==> src/rtl/trim_pkg.sv <==
// Package: shared sizes and constants for the twelve-channel trim code bank.
// Assumes every channel code has the same width and the address field comes first.
package trim_pkg;
    localparam int NUM_CH    = 12;
    localparam int CODE_W    = 8;
    localparam int ADDR_W    = 4;
    localparam int FRAME_W   = ADDR_W + CODE_W;
    localparam int BUS_W     = NUM_CH * CODE_W;
    localparam int SYNC_LEN  = 3;

    typedef logic [CODE_W-1:0] code_t;
    typedef logic [ADDR_W-1:0] addr_t;

    // Mid-scale code: only the top bit set.
    localparam code_t MID_CODE = code_t'(1) << (CODE_W - 1);
endpackage

==> src/rtl/trim_sync.sv <==
// Module: multi-bit flop chain synchronizer with two output taps.
// Assumes each bit is an independent slow level. The last two stages are exposed
// so edges can be detected on the synchronized copy.
module trim_sync #(
    parameter int             WIDTH   = 4,
    parameter int             STAGES  = 3,
    parameter logic [WIDTH-1:0] RST_VAL = '0
) (
    input  logic             clk,
    input  logic             rst_n,
    input  logic [WIDTH-1:0] d_async,
    output logic [WIDTH-1:0] q_sync,
    output logic [WIDTH-1:0] q_prev
);
    localparam int LAST = STAGES - 1;

    logic [WIDTH-1:0] chain_q [STAGES];

    // Stage 0 captures the asynchronous inputs.
    always_ff @(posedge clk) begin
        if (!rst_n) chain_q[0] <= RST_VAL;
        else        chain_q[0] <= d_async;
    end

    generate
        for (genvar s = 1; s < STAGES; s++) begin : g_stage
            // Each later stage retimes the stage before it.
            always_ff @(posedge clk) begin
                if (!rst_n) chain_q[s] <= RST_VAL;
                else        chain_q[s] <= chain_q[s-1];
            end
        end
    endgenerate

    assign q_sync = chain_q[LAST-1];
    assign q_prev = chain_q[LAST];
endmodule

==> src/rtl/trim_frame_rx.sv <==
// Module: serial frame receiver.
// Shifts one bit in on every synchronized serial-clock rise while select is low,
// keeps only the newest FRAME_W bits, and on the rise of select issues a one-cycle
// write strobe with address and code if at least FRAME_W bits were counted.
module trim_frame_rx
    import trim_pkg::*;
(
    input  logic  clk,
    input  logic  rst_n,
    input  logic  sclk_rise,
    input  logic  sel_low,
    input  logic  sel_rise,
    input  logic  din_bit,
    output logic  wr_vld,
    output addr_t wr_addr,
    output code_t wr_code
);
    localparam int CNT_W = $clog2(FRAME_W + 1);
    localparam logic [CNT_W-1:0] CNT_FULL = CNT_W'(FRAME_W);

    logic [FRAME_W-1:0] shift_q;
    logic [CNT_W-1:0]   cnt_q;
    logic               full;

    assign full = (cnt_q == CNT_FULL);

    // Shift register: newest bit enters at the LSB, older bits fall off the top.
    always_ff @(posedge clk) begin
        if (!rst_n)                 shift_q <= '0;
        else if (sclk_rise && sel_low) shift_q <= {shift_q[FRAME_W-2:0], din_bit};
    end

    // Bit counter: saturates at a full frame and clears when the frame closes.
    always_ff @(posedge clk) begin
        if (!rst_n)                        cnt_q <= '0;
        else if (sel_rise || !sel_low)     cnt_q <= '0;
        else if (sclk_rise && !full)       cnt_q <= cnt_q + 1'b1;
    end

    // Write strobe: one cycle after the select rise, only for complete frames.
    always_ff @(posedge clk) begin
        if (!rst_n) begin
            wr_vld  <= 1'b0;
            wr_addr <= '0;
            wr_code <= '0;
        end else begin
            wr_vld  <= sel_rise && full;
            wr_addr <= shift_q[FRAME_W-1 -: ADDR_W];
            wr_code <= shift_q[CODE_W-1:0];
        end
    end
endmodule

==> src/rtl/trim_latch_bank.sv <==
// Module: twelve holding registers with address decode and mid-scale preset.
// Assumes the preset is asynchronous and dominant; addresses at or above NUM_CH
// select no register.
module trim_latch_bank
    import trim_pkg::*;
(
    input  logic             clk,
    input  logic             rst_n,
    input  logic             preset_n,
    input  logic             wr_vld,
    input  addr_t            wr_addr,
    input  code_t            wr_code,
    output logic [BUS_W-1:0] codes
);
    logic [NUM_CH-1:0] sel;

    // Address decoder: one-hot select of the addressed channel.
    always_comb begin
        sel = '0;
        for (int k = 0; k < NUM_CH; k++) begin
            sel[k] = wr_vld && (wr_addr == ADDR_W'(k));
        end
    end

    generate
        for (genvar k = 0; k < NUM_CH; k++) begin : g_chan
            code_t hold_q;
            // Channel register: preset wins, then reset, then a decoded write.
            always_ff @(posedge clk or negedge preset_n) begin
                if (!preset_n)   hold_q <= MID_CODE;
                else if (!rst_n) hold_q <= MID_CODE;
                else if (sel[k]) hold_q <= wr_code;
            end
            assign codes[k*CODE_W +: CODE_W] = hold_q;
        end
    endgenerate
endmodule

==> src/rtl/trim_bank_top.sv <==
// Module: top of the twelve-channel trim code bank.
// Synchronizes the serial port and shutdown input, receives frames, and drives
// the channel code bus and power-down flag. Assumes the serial clock levels last
// at least three system clocks.
module trim_bank_top
    import trim_pkg::*;
(
    input  logic             clk,
    input  logic             rst_n,
    input  logic             ser_clk,
    input  logic             ser_sel_n,
    input  logic             ser_din,
    input  logic             preset_n,
    input  logic             shdn_n,
    output logic [BUS_W-1:0] chan_code,
    output logic             pwrdn_flag
);
    // Bit positions inside the synchronizer vector.
    localparam int B_SCLK = 0;
    localparam int B_SEL  = 1;
    localparam int B_DIN  = 2;
    localparam int B_SHDN = 3;
    localparam logic [3:0] SYNC_RST = 4'b1010;

    logic [3:0] raw_in, s_now, s_old;
    logic       sclk_rise, sel_low, sel_rise;
    logic       wr_vld;
    addr_t      wr_addr;
    code_t      wr_code;

    assign raw_in = {shdn_n, ser_din, ser_sel_n, ser_clk};

    trim_sync #(.WIDTH(4), .STAGES(SYNC_LEN), .RST_VAL(SYNC_RST)) u_sync (
        .clk     (clk),
        .rst_n   (rst_n),
        .d_async (raw_in),
        .q_sync  (s_now),
        .q_prev  (s_old)
    );

    // Edge and level decode of the synchronized serial lines.
    always_comb begin
        sclk_rise = s_now[B_SCLK] && !s_old[B_SCLK];
        sel_low   = !s_now[B_SEL];
        sel_rise  = s_now[B_SEL] && !s_old[B_SEL];
    end

    trim_frame_rx u_rx (
        .clk       (clk),
        .rst_n     (rst_n),
        .sclk_rise (sclk_rise),
        .sel_low   (sel_low),
        .sel_rise  (sel_rise),
        .din_bit   (s_now[B_DIN]),
        .wr_vld    (wr_vld),
        .wr_addr   (wr_addr),
        .wr_code   (wr_code)
    );

    trim_latch_bank u_bank (
        .clk      (clk),
        .rst_n    (rst_n),
        .preset_n (preset_n),
        .wr_vld   (wr_vld),
        .wr_addr  (wr_addr),
        .wr_code  (wr_code),
        .codes    (chan_code)
    );

    assign pwrdn_flag = !s_now[B_SHDN];
endmodule

==> config.mk <==
export PLATFORM = sky130hd
export DESIGN_NAME = trim_bank_top
export DESIGN_NICKNAME = d
export VERILOG_FILES = /design/src/rtl/trim_pkg.sv /design/src/rtl/trim_sync.sv /design/src/rtl/trim_frame_rx.sv /design/src/rtl/trim_latch_bank.sv /design/src/rtl/trim_bank_top.sv
export SDC_FILE = /design/constraint.sdc
export NUM_CORES = 1
export LEC_CHECK = 0
export ABC_CLOCK_PERIOD_IN_PS = 2980
export CORE_MARGIN = 10
export CORE_UTILIZATION = 42
export CTS_BUF_LIST = sky130_fd_sc_hd__clkbuf_2 sky130_fd_sc_hd__clkbuf_4 sky130_fd_sc_hd__clkbuf_8
export DETAILED_ROUTE_END_ITERATION = 10
export PLACE_DENSITY = 0.71
export SYNTH_ARGS = -nofsm -noshare
export SYNTH_HDL_FRONTEND = slang
export SYNTH_SLANG_ARGS = --single-unit
==> constraint.sdc <==
create_clock -name clk -period 2.98 [get_ports clk]
set_input_delay 0.596 -clock clk [delete_from_list [all_inputs] [get_ports clk]]
set_output_delay 0.596 -clock clk [all_outputs]
set_load 0.05 [all_outputs]
==> report_table.html <==
<table>
<tr><th>Metric</th><th>Value</th></tr>
<tr><th colspan="2">Status</th></tr>
<tr><td>Status</td><td>completed</td></tr>
<tr><th colspan="2">GRT</th></tr>
<tr><td>Number of global-route vias before repair</td><td>4698</td></tr>
<tr><td>Global-route wire length before repair</td><td>25700 um</td></tr>
<tr><td>Total Routing Usage GR</td><td>0.175</td></tr>
<tr><td>Number of antenna violations at the first check in global routing</td><td>0</td></tr>
<tr><td>Pin count of the biggest net entering global routing</td><td>85</td></tr>
<tr><td>Total congestion overflow after global routing</td><td>0</td></tr>
<tr><th colspan="2">Placement</th></tr>
<tr><td>Worst setup slack after placement</td><td>0.975 ns</td></tr>
<tr><td>GP Congestion</td><td>0.757</td></tr>
<tr><td># port buffers</td><td>103</td></tr>
<tr><td>HPWL after detailed placement</td><td>10300 um</td></tr>
<tr><th colspan="2">STA</th></tr>
<tr><td>Worst Clk Skew</td><td>0.0120 ns</td></tr>
<tr><td>Slew at the pin closest to its max-slew limit</td><td>1.15 ns</td></tr>
<tr><td>Total setup violations reported at the end of the flow</td><td>0</td></tr>
<tr><td>Maximum clock rate</td><td>414 MHz</td></tr>
<tr><td>Worst setup margin</td><td>0.567 ns</td></tr>
<tr><td>Min cycle time layout</td><td>2.41 ns</td></tr>
<tr><td>Slew Limit Fails</td><td>0</td></tr>
<tr><td>Period Utilization, post-route</td><td>0.810</td></tr>
<tr><td>Final number of hold-violating endpoints</td><td>0</td></tr>
<tr><td>Unrepaired setup endpoints after global routing</td><td>false</td></tr>
<tr><td>Sum Neg Setup Slack</td><td>0 ns</td></tr>
<tr><td>Relative slew margins</td><td>0.229</td></tr>
<tr><th colspan="2">Floorplanning</th></tr>
<tr><td>Starting utilization of the core area</td><td>0.432</td></tr>
<tr><td>Top Ports</td><td>104</td></tr>
<tr><td>Vertical die dimension</td><td>137 um</td></tr>
<tr><td>Placeable Area</td><td>0.0133 sq mm</td></tr>
<tr><td>Die X-Extent</td><td>137 um</td></tr>
<tr><td>Row Count</td><td>42</td></tr>
<tr><td>Die Footprint</td><td>0.0187 sq mm</td></tr>
<tr><th colspan="2">Worst setup path</th></tr>
<tr><td>CP peak stage delay</td><td>0.82 ns</td></tr>
<tr><td>Sort of element at the start of the critical path</td><td>register</td></tr>
<tr><td>Critical-path maximum fanout</td><td>2</td></tr>
<tr><td>Required time of the critical path</td><td>2.38 ns</td></tr>
<tr><td>Crit-path leading delay family</td><td>buffers and inverters</td></tr>
<tr><td>Total buffers and inverters traversed by the critical path</td><td>1</td></tr>
<tr><td>Critical Path Slowest Stage Cell</td><td>sky130_fd_sc_hd__clkdlybuf4s50_1</td></tr>
<tr><td>Crit-path cells</td><td>clkdlybuf4s50_1</td></tr>
<tr><td>Type of element capturing the critical path</td><td>output pin</td></tr>
<tr><td>Critical setup path kind</td><td>register to output pin</td></tr>
<tr><td>CP arrival</td><td>1.82 ns</td></tr>
<tr><th colspan="2">Cells and area</th></tr>
<tr><td>Synth-to-Final Area Change</td><td>25.1%</td></tr>
<tr><td>Diode insertion count for antenna repair</td><td>0</td></tr>
<tr><td>Most common cell after layout, fill and taps aside</td><td>sky130_fd_sc_hd__nand3_1</td></tr>
<tr><td>Register cell area after layout</td><td>0.00320 sq mm</td></tr>
<tr><td>Ratio of cells with drive above 1 in the final layout</td><td>0.117</td></tr>
<tr><td>Count of filler cells inserted in the layout</td><td>1182</td></tr>
<tr><td>Total area of multi-input combinational cells</td><td>0.00219 sq mm</td></tr>
<tr><td>Commonest non-fill, non-tap cells in the layout</td><td>sky130_fd_sc_hd__nand3_1, sky130_fd_sc_hd__clkdlybuf4s50_1, sky130_fd_sc_hd__o21ai_0, sky130_fd_sc_hd__dfrtp_1, sky130_fd_sc_hd__a21boi_1</td></tr>
<tr><td>Net total in the final layout</td><td>647</td></tr>
<tr><th colspan="2">Clock tree</th></tr>
<tr><td>Number of buffers inserted by post-CTS setup repair</td><td>0</td></tr>
<tr><td># resized after CTS</td><td>0</td></tr>
<tr><td>Deepest level of the CTS H-tree</td><td>4</td></tr>
<tr><td>CTS Buf Count</td><td>17</td></tr>
<tr><td>Clk pin slew, worst setup/hold paths</td><td>0.08 ns</td></tr>
<tr><td>Clock latency on the worst-skew pair</td><td>0.45 ns</td></tr>
<tr><td>Cell at the root of the clock tree</td><td>sky130_fd_sc_hd__clkbuf_8</td></tr>
<tr><td>CTS sink count</td><td>135</td></tr>
<tr><td>Clock buffer depth</td><td>2</td></tr>
<tr><td>TritonCTS clock tree</td><td>done</td></tr>
<tr><td>Hold Buf Count CTS</td><td>0</td></tr>
<tr><th colspan="2">Logic synthesis</th></tr>
<tr><td>Net count after synthesis</td><td>578</td></tr>
<tr><td>Syn_area_per_cell</td><td>10.1 sq um</td></tr>
<tr><td>Synth Register Bits</td><td>135</td></tr>
<tr><td>Yosys warning count</td><td>0</td></tr>
<tr><td>Fraction of synthesis flops using an asynchronous set or reset pin</td><td>0.711</td></tr>
<tr><td>Number of synthesized flops with an enable pin</td><td>0</td></tr>
<tr><td>Share of the yosys chip area belonging to registers</td><td>0.557</td></tr>
<tr><td>Number of distinct library cells after synthesis</td><td>36</td></tr>
<tr><td>Mapped Cells</td><td>569</td></tr>
<tr><td>Total standard cell area after synthesis</td><td>0.00574 sq mm</td></tr>
<tr><td>Leading register cell type out of synthesis</td><td>sky130_fd_sc_hd__dfrtp_1</td></tr>
<tr><th colspan="2">Detailed routing</th></tr>
<tr><td>Vias</td><td>4671</td></tr>
<tr><td>Number of design-rule violations left by the first detailed-router iteration</td><td>494</td></tr>
<tr><td>Antenna Nets Post-Route</td><td>0</td></tr>
<tr><td>Final wirelength</td><td>16200 um</td></tr>
<tr><td>Mean routed wirelength per cell</td><td>19.6 um</td></tr>
<tr><td>DRC errors left</td><td>0</td></tr>
<tr><td>Routed via count divided by cell count</td><td>5.65</td></tr>
<tr><td>Drt pass-1 iters</td><td>5</td></tr>
<tr><th colspan="2">Worst hold path</th></tr>
<tr><td>Worst hold-check path type</td><td>input port to asynchronous set/reset pin</td></tr>
<tr><th colspan="2">Pwr</th></tr>
<tr><td>Cell leakage power</td><td>2.85 nW</td></tr>
<tr><td>VDD IR-drop max</td><td>0.227 mV</td></tr>
<tr><td>Total power per unit cell area</td><td>484 mW/mm^2</td></tr>
<tr><th colspan="2">Run</th></tr>
<tr><td>Number of maximum-capacitance constraint violations</td><td>0</td></tr>
</table>
## cell families (layout without fill, tap and decap cells)
logic type,after synthesis,in the layout,share of synthesized area
compound gates,200,200,0.232
simple gates,152,152,0.143
flops,135,135,0.557
buf+inv,80,162,0.0636
fa+ha+maj,2,2,0.00436
## per-layer routing
metal	vias up	wire length, um	global-route usage
met3	31	1240	0.0473
met4	0	340	0.0708
li1	2138	-	-
met1	2340	6650	0.216
met2	162	7970	0.285
met5	-	0	0
## registers in the layout (all words and copies together), names as in the netlist
register,cells
u_rx.wr_addr,4
u_rx.shift_q,12
u_rx.wr_vld,1
u_bank.g_chan.hold_q,96
u_sync.chain_q,10
u_rx.wr_code,8
u_rx.cnt_q,4
## metrics by stage
step | power, mW | util | std cells | cell area [sq um] | hold slack (ns)
2_1_floorplan | 1.93 | - | 569 | 5740 | 0.300
5_1_grt | 3.60 | 0.540 | 827 | 7180 | 0.144
3_5_place_dp | 1.98 | 0.510 | 795 | 6780 | 0.406
4_1_cts | 3.51 | 0.540 | 827 | 7180 | 0.117
3_3_place_gp | 1.97 | 0.510 | 795 | 6780 | 0.389
6_report | 3.48 | 0.540 | 827 | 7180 | 0.122
## cells in the mapped netlist, types with 3 or more instances
library cell | instances | share of area
sky130_fd_sc_hd__o21ai_0 | 97 | 0.085
sky130_fd_sc_hd__and2_1 | 5 | 0.0054
sky130_fd_sc_hd__dfstp_2 | 12 | 0.055
sky130_fd_sc_hd__buf_2 | 21 | 0.018
sky130_fd_sc_hd__dfxtp_1 | 39 | 0.14
sky130_fd_sc_hd__inv_1 | 17 | 0.011
sky130_fd_sc_hd__clkbuf_2 | 4 | 0.0035
sky130_fd_sc_hd__nor2b_1 | 3 | 0.0033
sky130_fd_sc_hd__a21boi_0 | 31 | 0.041
sky130_fd_sc_hd__nand2b_1 | 6 | 0.0065
sky130_fd_sc_hd__nand2_1 | 13 | 0.0085
sky130_fd_sc_hd__clkbuf_1 | 33 | 0.022
sky130_fd_sc_hd__a2bb2oi_2 | 10 | 0.026
sky130_fd_sc_hd__nand3_1 | 109 | 0.095
sky130_fd_sc_hd__buf_6 | 4 | 0.0078
sky130_fd_sc_hd__dfrtp_1 | 84 | 0.37
sky130_fd_sc_hd__a21boi_1 | 53 | 0.069
## path summary, 6_finish.rpt
path / start / to / slack [ns] / cells after the start
max: u_bank.g_chan[1].hold_q[7] / chan_code[15] / 0.57 / 1
min: preset_n / u_bank.g_chan[9].hold_q[0] / 0.12 / 1
max reg2reg: u_rx.wr_addr[1] / u_bank.g_chan[10].hold_q[7] / 1.10 / 3
min reg2reg: u_sync.chain_q[0][3] / u_sync.chain_q[1][3] / 0.42 / 1
max in group asynchronous: preset_n / u_bank.g_chan[4].hold_q[0] / 2.03 / 2
min in group clk: u_sync.chain_q[0][3] / u_sync.chain_q[1][3] / 0.42 / 1
## final cells by class
| class | count | area share |
|---|---|---|
| tap | 176 | 0.0307 |
| clock inverter | 11 | 0.0181 |
| inverter | 17 | 0.00889 |
| timing repair buffer | 113 | 0.155 |
| multi-input combinational | 354 | 0.305 |
| sequential | 135 | 0.445 |
| clock buffer | 21 | 0.0376 |
## power by group
group	total [mW]	leakage (nW)	internal, mW	switching (mW)
Clock	1.54	0.217	0.864	0.678
Combinational	0.0958	1.02	0.0349	0.0609
Sequential	1.84	1.62	1.83	0.00812
Total	3.48	2.85	2.73	0.747
Note: power is estimated with default switching activity, not from simulation.
